$ cat config.mk
export PLATFORM = sky130hd
export DESIGN_NAME = scan_reg_port
export DESIGN_NICKNAME = d
export VERILOG_FILES = /design/src/rtl/scan_port_pkg.sv /design/src/rtl/scan_port_ctrl.sv /design/src/rtl/scan_port_datapath.sv /design/src/rtl/scan_reg_port.sv
export SDC_FILE = /design/constraint.sdc
export NUM_CORES = 1
export LEC_CHECK = 0
export ABC_AREA = 1
export BUFFER_PORTS_ARGS = -buffer_cell sky130_fd_sc_hd__buf_2
export CAP_MARGIN = 10
export CORE_MARGIN = 2
export CORE_UTILIZATION = 55
export DETAILED_ROUTE_END_ITERATION = 6
export PLACE_DENSITY = 0.84
export SYNTH_ARGS = -nofsm -noshare
export SYNTH_HDL_FRONTEND = slang
export SYNTH_SLANG_ARGS = --single-unit
$ cat constraint.sdc
create_clock -name clk -period 1.4 [get_ports clk]
set_input_delay 0.28 -clock clk [delete_from_list [all_inputs] [get_ports clk]]
set_output_delay 0.28 -clock clk [all_outputs]
set_load 0.02 [all_outputs]
$ cat src/rtl/scan_port_pkg.sv
package scan_port_pkg;

  typedef struct packed {
    logic load;   // capture result into frame
    logic shift;  // move frame one bit toward scanOut
    logic issue;  // decode frame and start bus access
  } scanStrb_t;

endpackage

$ cat src/rtl/scan_port_ctrl.sv
module scan_port_ctrl
  import scan_port_pkg::*;
#(
  parameter int IR_W        = 4,
  parameter logic [IR_W-1:0] ACCESS_CODE = 4'hC
) (
  input  logic            clk,
  input  logic            rstN,
  input  logic [IR_W-1:0] irValue,
  input  logic            captureDr,
  input  logic            shiftDr,
  input  logic            updateDr,
  output scanStrb_t       strb
);

  logic selected;

  always_comb begin
    selected   = (irValue == ACCESS_CODE);
    strb.load  = selected && captureDr;
    strb.shift = selected && shiftDr && !captureDr;
    strb.issue = selected && updateDr && !captureDr && !shiftDr;
  end

  AST_STRB_ONEHOT: assert property (@(posedge clk) disable iff (!rstN)
    $onehot0({strb.load, strb.shift, strb.issue}));

  AST_IDLE_WHEN_DESELECTED: assert property (@(posedge clk) disable iff (!rstN)
    (irValue != ACCESS_CODE) |-> !(strb.load || strb.shift || strb.issue));

endmodule

$ cat src/rtl/scan_port_datapath.sv
module scan_port_datapath
  import scan_port_pkg::*;
#(
  parameter int DATA_W = 32,
  parameter int ADDR_W = 7
) (
  input  logic              clk,
  input  logic              rstN,
  input  scanStrb_t         strb,
  input  logic              scanIn,
  output logic              scanOut,
  output logic [ADDR_W-1:0] regAddr,
  output logic [DATA_W-1:0] regWdata,
  output logic              regWe,
  output logic              regRe,
  input  logic [DATA_W-1:0] regRdata
);

  localparam int FRAME_W = DATA_W + ADDR_W + 1;
  localparam int FLAG_B  = FRAME_W - 1;

  logic [FRAME_W-1:0] frameReg;
  logic [DATA_W-1:0]  readResult;

  always_ff @(posedge clk) begin
    if (!rstN) begin
      frameReg   <= '0;
      readResult <= '0;
      regAddr    <= '0;
      regWdata   <= '0;
      regWe      <= 1'b0;
      regRe      <= 1'b0;
    end else begin
      regWe <= 1'b0;
      regRe <= 1'b0;
      if (strb.load)
        frameReg <= {{(ADDR_W + 1){1'b0}}, readResult};
      else if (strb.shift)
        frameReg <= {scanIn, frameReg[FRAME_W-1:1]};
      if (strb.issue) begin
        regAddr  <= frameReg[DATA_W +: ADDR_W];
        regWdata <= frameReg[DATA_W-1:0];
        regWe    <= frameReg[FLAG_B];
        regRe    <= !frameReg[FLAG_B];
      end
      if (regRe)
        readResult <= regRdata;
    end
  end

  assign scanOut = frameReg[0];

  AST_BUS_EXCLUSIVE: assert property (@(posedge clk) disable iff (!rstN)
    !(regWe && regRe));

  AST_ADDR_HELD: assert property (@(posedge clk) disable iff (!rstN)
    !strb.issue |=> $stable(regAddr));

  AST_CAPTURE_CLEARS_HEADER: assert property (@(posedge clk) disable iff (!rstN)
    strb.load |=> (frameReg[FRAME_W-1:DATA_W] == '0));

  AST_FRAME_HOLDS: assert property (@(posedge clk) disable iff (!rstN)
    !(strb.load || strb.shift) |=> $stable(frameReg));

  AST_RESULT_ONLY_ON_READ: assert property (@(posedge clk) disable iff (!rstN)
    !regRe |=> $stable(readResult));

endmodule

$ cat src/rtl/scan_reg_port.sv
module scan_reg_port
  import scan_port_pkg::*;
#(
  parameter int DATA_W = 32,
  parameter int ADDR_W = 7,
  parameter int IR_W   = 4,
  parameter logic [IR_W-1:0] ACCESS_CODE = 4'hC
) (
  input  logic              clk,
  input  logic              rstN,
  input  logic [IR_W-1:0]   irValue,
  input  logic              captureDr,
  input  logic              shiftDr,
  input  logic              updateDr,
  input  logic              scanIn,
  output logic              scanOut,
  output logic [ADDR_W-1:0] regAddr,
  output logic [DATA_W-1:0] regWdata,
  output logic              regWe,
  output logic              regRe,
  input  logic [DATA_W-1:0] regRdata
);

  scanStrb_t strb;

  scan_port_ctrl #(
    .IR_W        (IR_W),
    .ACCESS_CODE (ACCESS_CODE)
  ) u_ctrl (
    .clk       (clk),
    .rstN      (rstN),
    .irValue   (irValue),
    .captureDr (captureDr),
    .shiftDr   (shiftDr),
    .updateDr  (updateDr),
    .strb      (strb)
  );

  scan_port_datapath #(
    .DATA_W (DATA_W),
    .ADDR_W (ADDR_W)
  ) u_dp (
    .clk      (clk),
    .rstN     (rstN),
    .strb     (strb),
    .scanIn   (scanIn),
    .scanOut  (scanOut),
    .regAddr  (regAddr),
    .regWdata (regWdata),
    .regWe    (regWe),
    .regRe    (regRe),
    .regRdata (regRdata)
  );

  AST_STROBE_FROM_UPDATE: assert property (@(posedge clk) disable iff (!rstN)
    (regWe || regRe) |-> $past(updateDr && (irValue == ACCESS_CODE)));

  AST_NO_BUS_IN_SHIFT: assert property (@(posedge clk) disable iff (!rstN)
    $past(!updateDr) |-> !(regWe || regRe));

endmodule

==> impl_metrics.env <==
export IMPL_setup_viol=0
export IMPL_period_needed_ns=1.35
export IMPL_sw_frac_of_total=0.213
export IMPL_clock_sinks=113
export IMPL_fin_hold_ws_ns=0.0137
export IMPL_track_usage=0.262
export IMPL_synth_most_common_cell="dfxtp_1"
export IMPL_cp_slowest_cell="dfxtp_1"
export IMPL_p_int_mw=5.82
export IMPL_wl_met2_mm=5.40
export IMPL_slowest_delay_ns=0.37
export IMPL_crit_arrival_ns=1.07
export IMPL_wirelength_mm=11.2
export IMPL_dr_pass1_iters=7
export IMPL_max_slew_margin=0.797
export IMPL_yosys_warnings=0
export IMPL_p_comb_frac=0.041
export IMPL_placed_cells=744
export IMPL_maxCapViolCount=0
export IMPL_via_count=4312
export IMPL_postRouteAntennaNets=0
export IMPL_synth_top_area_share=0.510
export IMPL_path_cells="buf_2"
export IMPL_grt_start_max_net_pins=41
export IMPL_required_ns=1.12
export IMPL_root_buffer="clkbuf_8"
export IMPL_drc=0
export IMPL_drv_slew=0
export IMPL_timing_worst_setup_path_type="reg -> out"
export IMPL_min_path_type="in -> reg"
export IMPL_finalSetupTns_ns=0
export IMPL_crit_path_max_fanout=3
export IMPL_status="completed"
export IMPL_grt_pass1_vias=4011
export IMPL_crit_buf_inv=1
export IMPL_stdcell_count=776
export IMPL_max_freq_ghz=0.743
export IMPL_synth_nets=621
export IMPL_synth_area_sq_um=4440
export IMPL_initial_utilization=0.571
export IMPL_skew_ns=0.00608
export IMPL_overflow=0
export IMPL_die_width_microns=93.8
export IMPL_drt_iter0_markers=223
export IMPL_synth_edf_count=0
export IMPL_met3_length_microns=938
export IMPL_pwr_share_seq=0.438
export IMPL_startpoint_type="flip-flop"
export IMPL_port_buffers=83
export IMPL_row_count=32
export IMPL_synth_cells=579
export IMPL_ys_types=22
export IMPL_cts_path_max_buffers=2
export IMPL_async_reset_ff_frac=0
export IMPL_p_clk_frac=0.520
export IMPL_syn_avg_cell_area_sq_um=7.66
export IMPL_post_drt_wl_per_cell_microns=14.4
export IMPL_hpwl_mm=7.25
export IMPL_vias_per_cell=5.56
export IMPL_core_sq_um=7770
export IMPL_insertion_delay_ns=0.51
export IMPL_power_leakage_nw=2.42
export IMPL_grt_setup_unrepaired="false"
export IMPL_synth_common_cells="113 x dfxtp_1, 98 x a21oi_1, 77 x nand2_1"
export IMPL_power_switching_mw=1.57
export IMPL_ys_seq_area_frac=0.510
export IMPL_htreeDepth=4
export IMPL_wl_met1_mm=4.55
export IMPL_p_per_area_nw_per_um2=1340
export IMPL_synth_area_leader_cell="dfxtp_1"
export IMPL_num_antenna_cells=0
export IMPL_ir_drop_uv=935
export IMPL_place_congestion=0.857
export IMPL_seqCellArea_sq_um=2260
export IMPL_ios=84
export IMPL_layout_nets=703
export IMPL_topRoutingLayerUsed="met4"
export IMPL_numCtsBuffers=17
export IMPL_critPathTopFamily="flip-flops"
export IMPL_setup_worst_path_end_class="output port"
export IMPL_tightest_slew_ns=0.305
export IMPL_fp_dieH_microns=93.8
export IMPL_period_share=0.961
export IMPL_synthFlopType="dfxtp_1"
export IMPL_drive_gt1_frac=0.212
export IMPL_multi_input_area_sq_um=1700
export IMPL_hold_viol_final=0
export IMPL_clk_pin_slew_worst_paths_ns=0.05
export IMPL_cts_tree="built"
export IMPL_grt_pass1_wl_mm=18.1
export IMPL_ys_seq_elements=113
export IMPL_die_area_sq_um=8800
export IMPL_fillers=599
export IMPL_syn_to_final_growth_pct=24.3
export IMPL_synthTopCellsByArea="dfxtp_1 51%, a21oi_1 11%, o21ai_0 7.7%, nand2_1 6.5%, inv_1 5.7%"
export IMPL_antenna_found_initial=0
-- worst paths after layout --
path	start	endpoint	slack [ns]	depth (start not counted)
setup / recovery	u_dp.frameReg[0]$_SDFFE_PN0P_	scanOut	0.05	1
hold / removal	regRdata[29]	u_dp.readResult[29]$_SDFFE_PN0P_	0.01	3
setup reg to reg	u_dp.regRe$_SDFF_PN0_	u_dp.readResult[28]$_SDFFE_PN0P_	0.23	4
hold reg to reg	u_dp.readResult[13]$_SDFFE_PN0P_	u_dp.readResult[13]$_SDFFE_PN0P_	0.45	2
-- flip-flops by register name, indices dropped and copies added, names as in the netlist --
signal / cells
u_dp.frameReg: 40
u_dp.readResult: 32
u_dp.regWdata: 32
u_dp.regAddr: 7
u_dp.regRe: 1
u_dp.regWe: 1
-- layer usage --
metal,up-vias,track usage
met2,212,0.429
met3,38,0.0770
met4,0,0.111
li1,2081,-
met5,-,0
met1,1981,0.320
-- power by group through the flow --
stage,logic [mW],clock network (mW),registers (mW)
after floorplan,0.158,0,3.32
after global placement,0.290,0,3.31
after detailed placement,0.296,0,3.31
after CTS,0.300,3.87,3.24
after global routing,0.332,4.04,3.24
final,0.304,3.85,3.24
-- stage by stage --
step / area [sq um] / utilization / total power, mW / setup slack, ns
final: 5520 / 0.710 / 7.39 / 0.0543
after CTS: 5520 / 0.710 / 7.41 / 0.0173
after global routing: 5520 / 0.710 / 7.61 / 0.0224
after floorplan: 4440 / - / 3.47 / 0.229
after global placement: 4980 / 0.641 / 3.60 / 0.0867
after detailed placement: 4980 / 0.641 / 3.60 / 0.00290
-- final cells by class --
type,instances,share of cell area
flip-flops and latches,113,0.410
clock inverters,6,0.00998
clock buffers,26,0.0866
inverters,70,0.0476
well taps,102,0.0231
repair buffers,108,0.114
multi-input cells,351,0.308
-- cell usage in the layout (no fill, tap or decap), types with 2 or more instances in the layout --
cell and count:
o21ai_0 68, clkbuf_1 6, nand2_1 77, nor2_4 2
o21ai_1 3, nand4_1 30, inv_2 2, buf_4 23
buf_12 2, nand3_1 44, buf_2 83, clkinv_2 5
nand2_2 2, inv_1 67, nor2_1 23, a21oi_1 98
clkbuf_8 4, clkbuf_16 16, dfxtp_1 112
-- repair_timing --
item	4_1_cts	5_1_grt
resized for setup	0	1
buffers inserted	0	0
setup endpoints to repair	0	1
hold buffers	0	0
-- cells by family (layout without fill, tap and decap cells) --
family | after synthesis | in the layout | share of synthesized area
flip-flops | 113 | 113 | 0.510
buffers and inverters | 115 | 210 | 0.107
AO/OA/AOI/OAI | 169 | 169 | 0.191
AND/OR/NAND/NOR | 182 | 182 | 0.193
No activity file was read; power rests on OpenSTA's default activity.
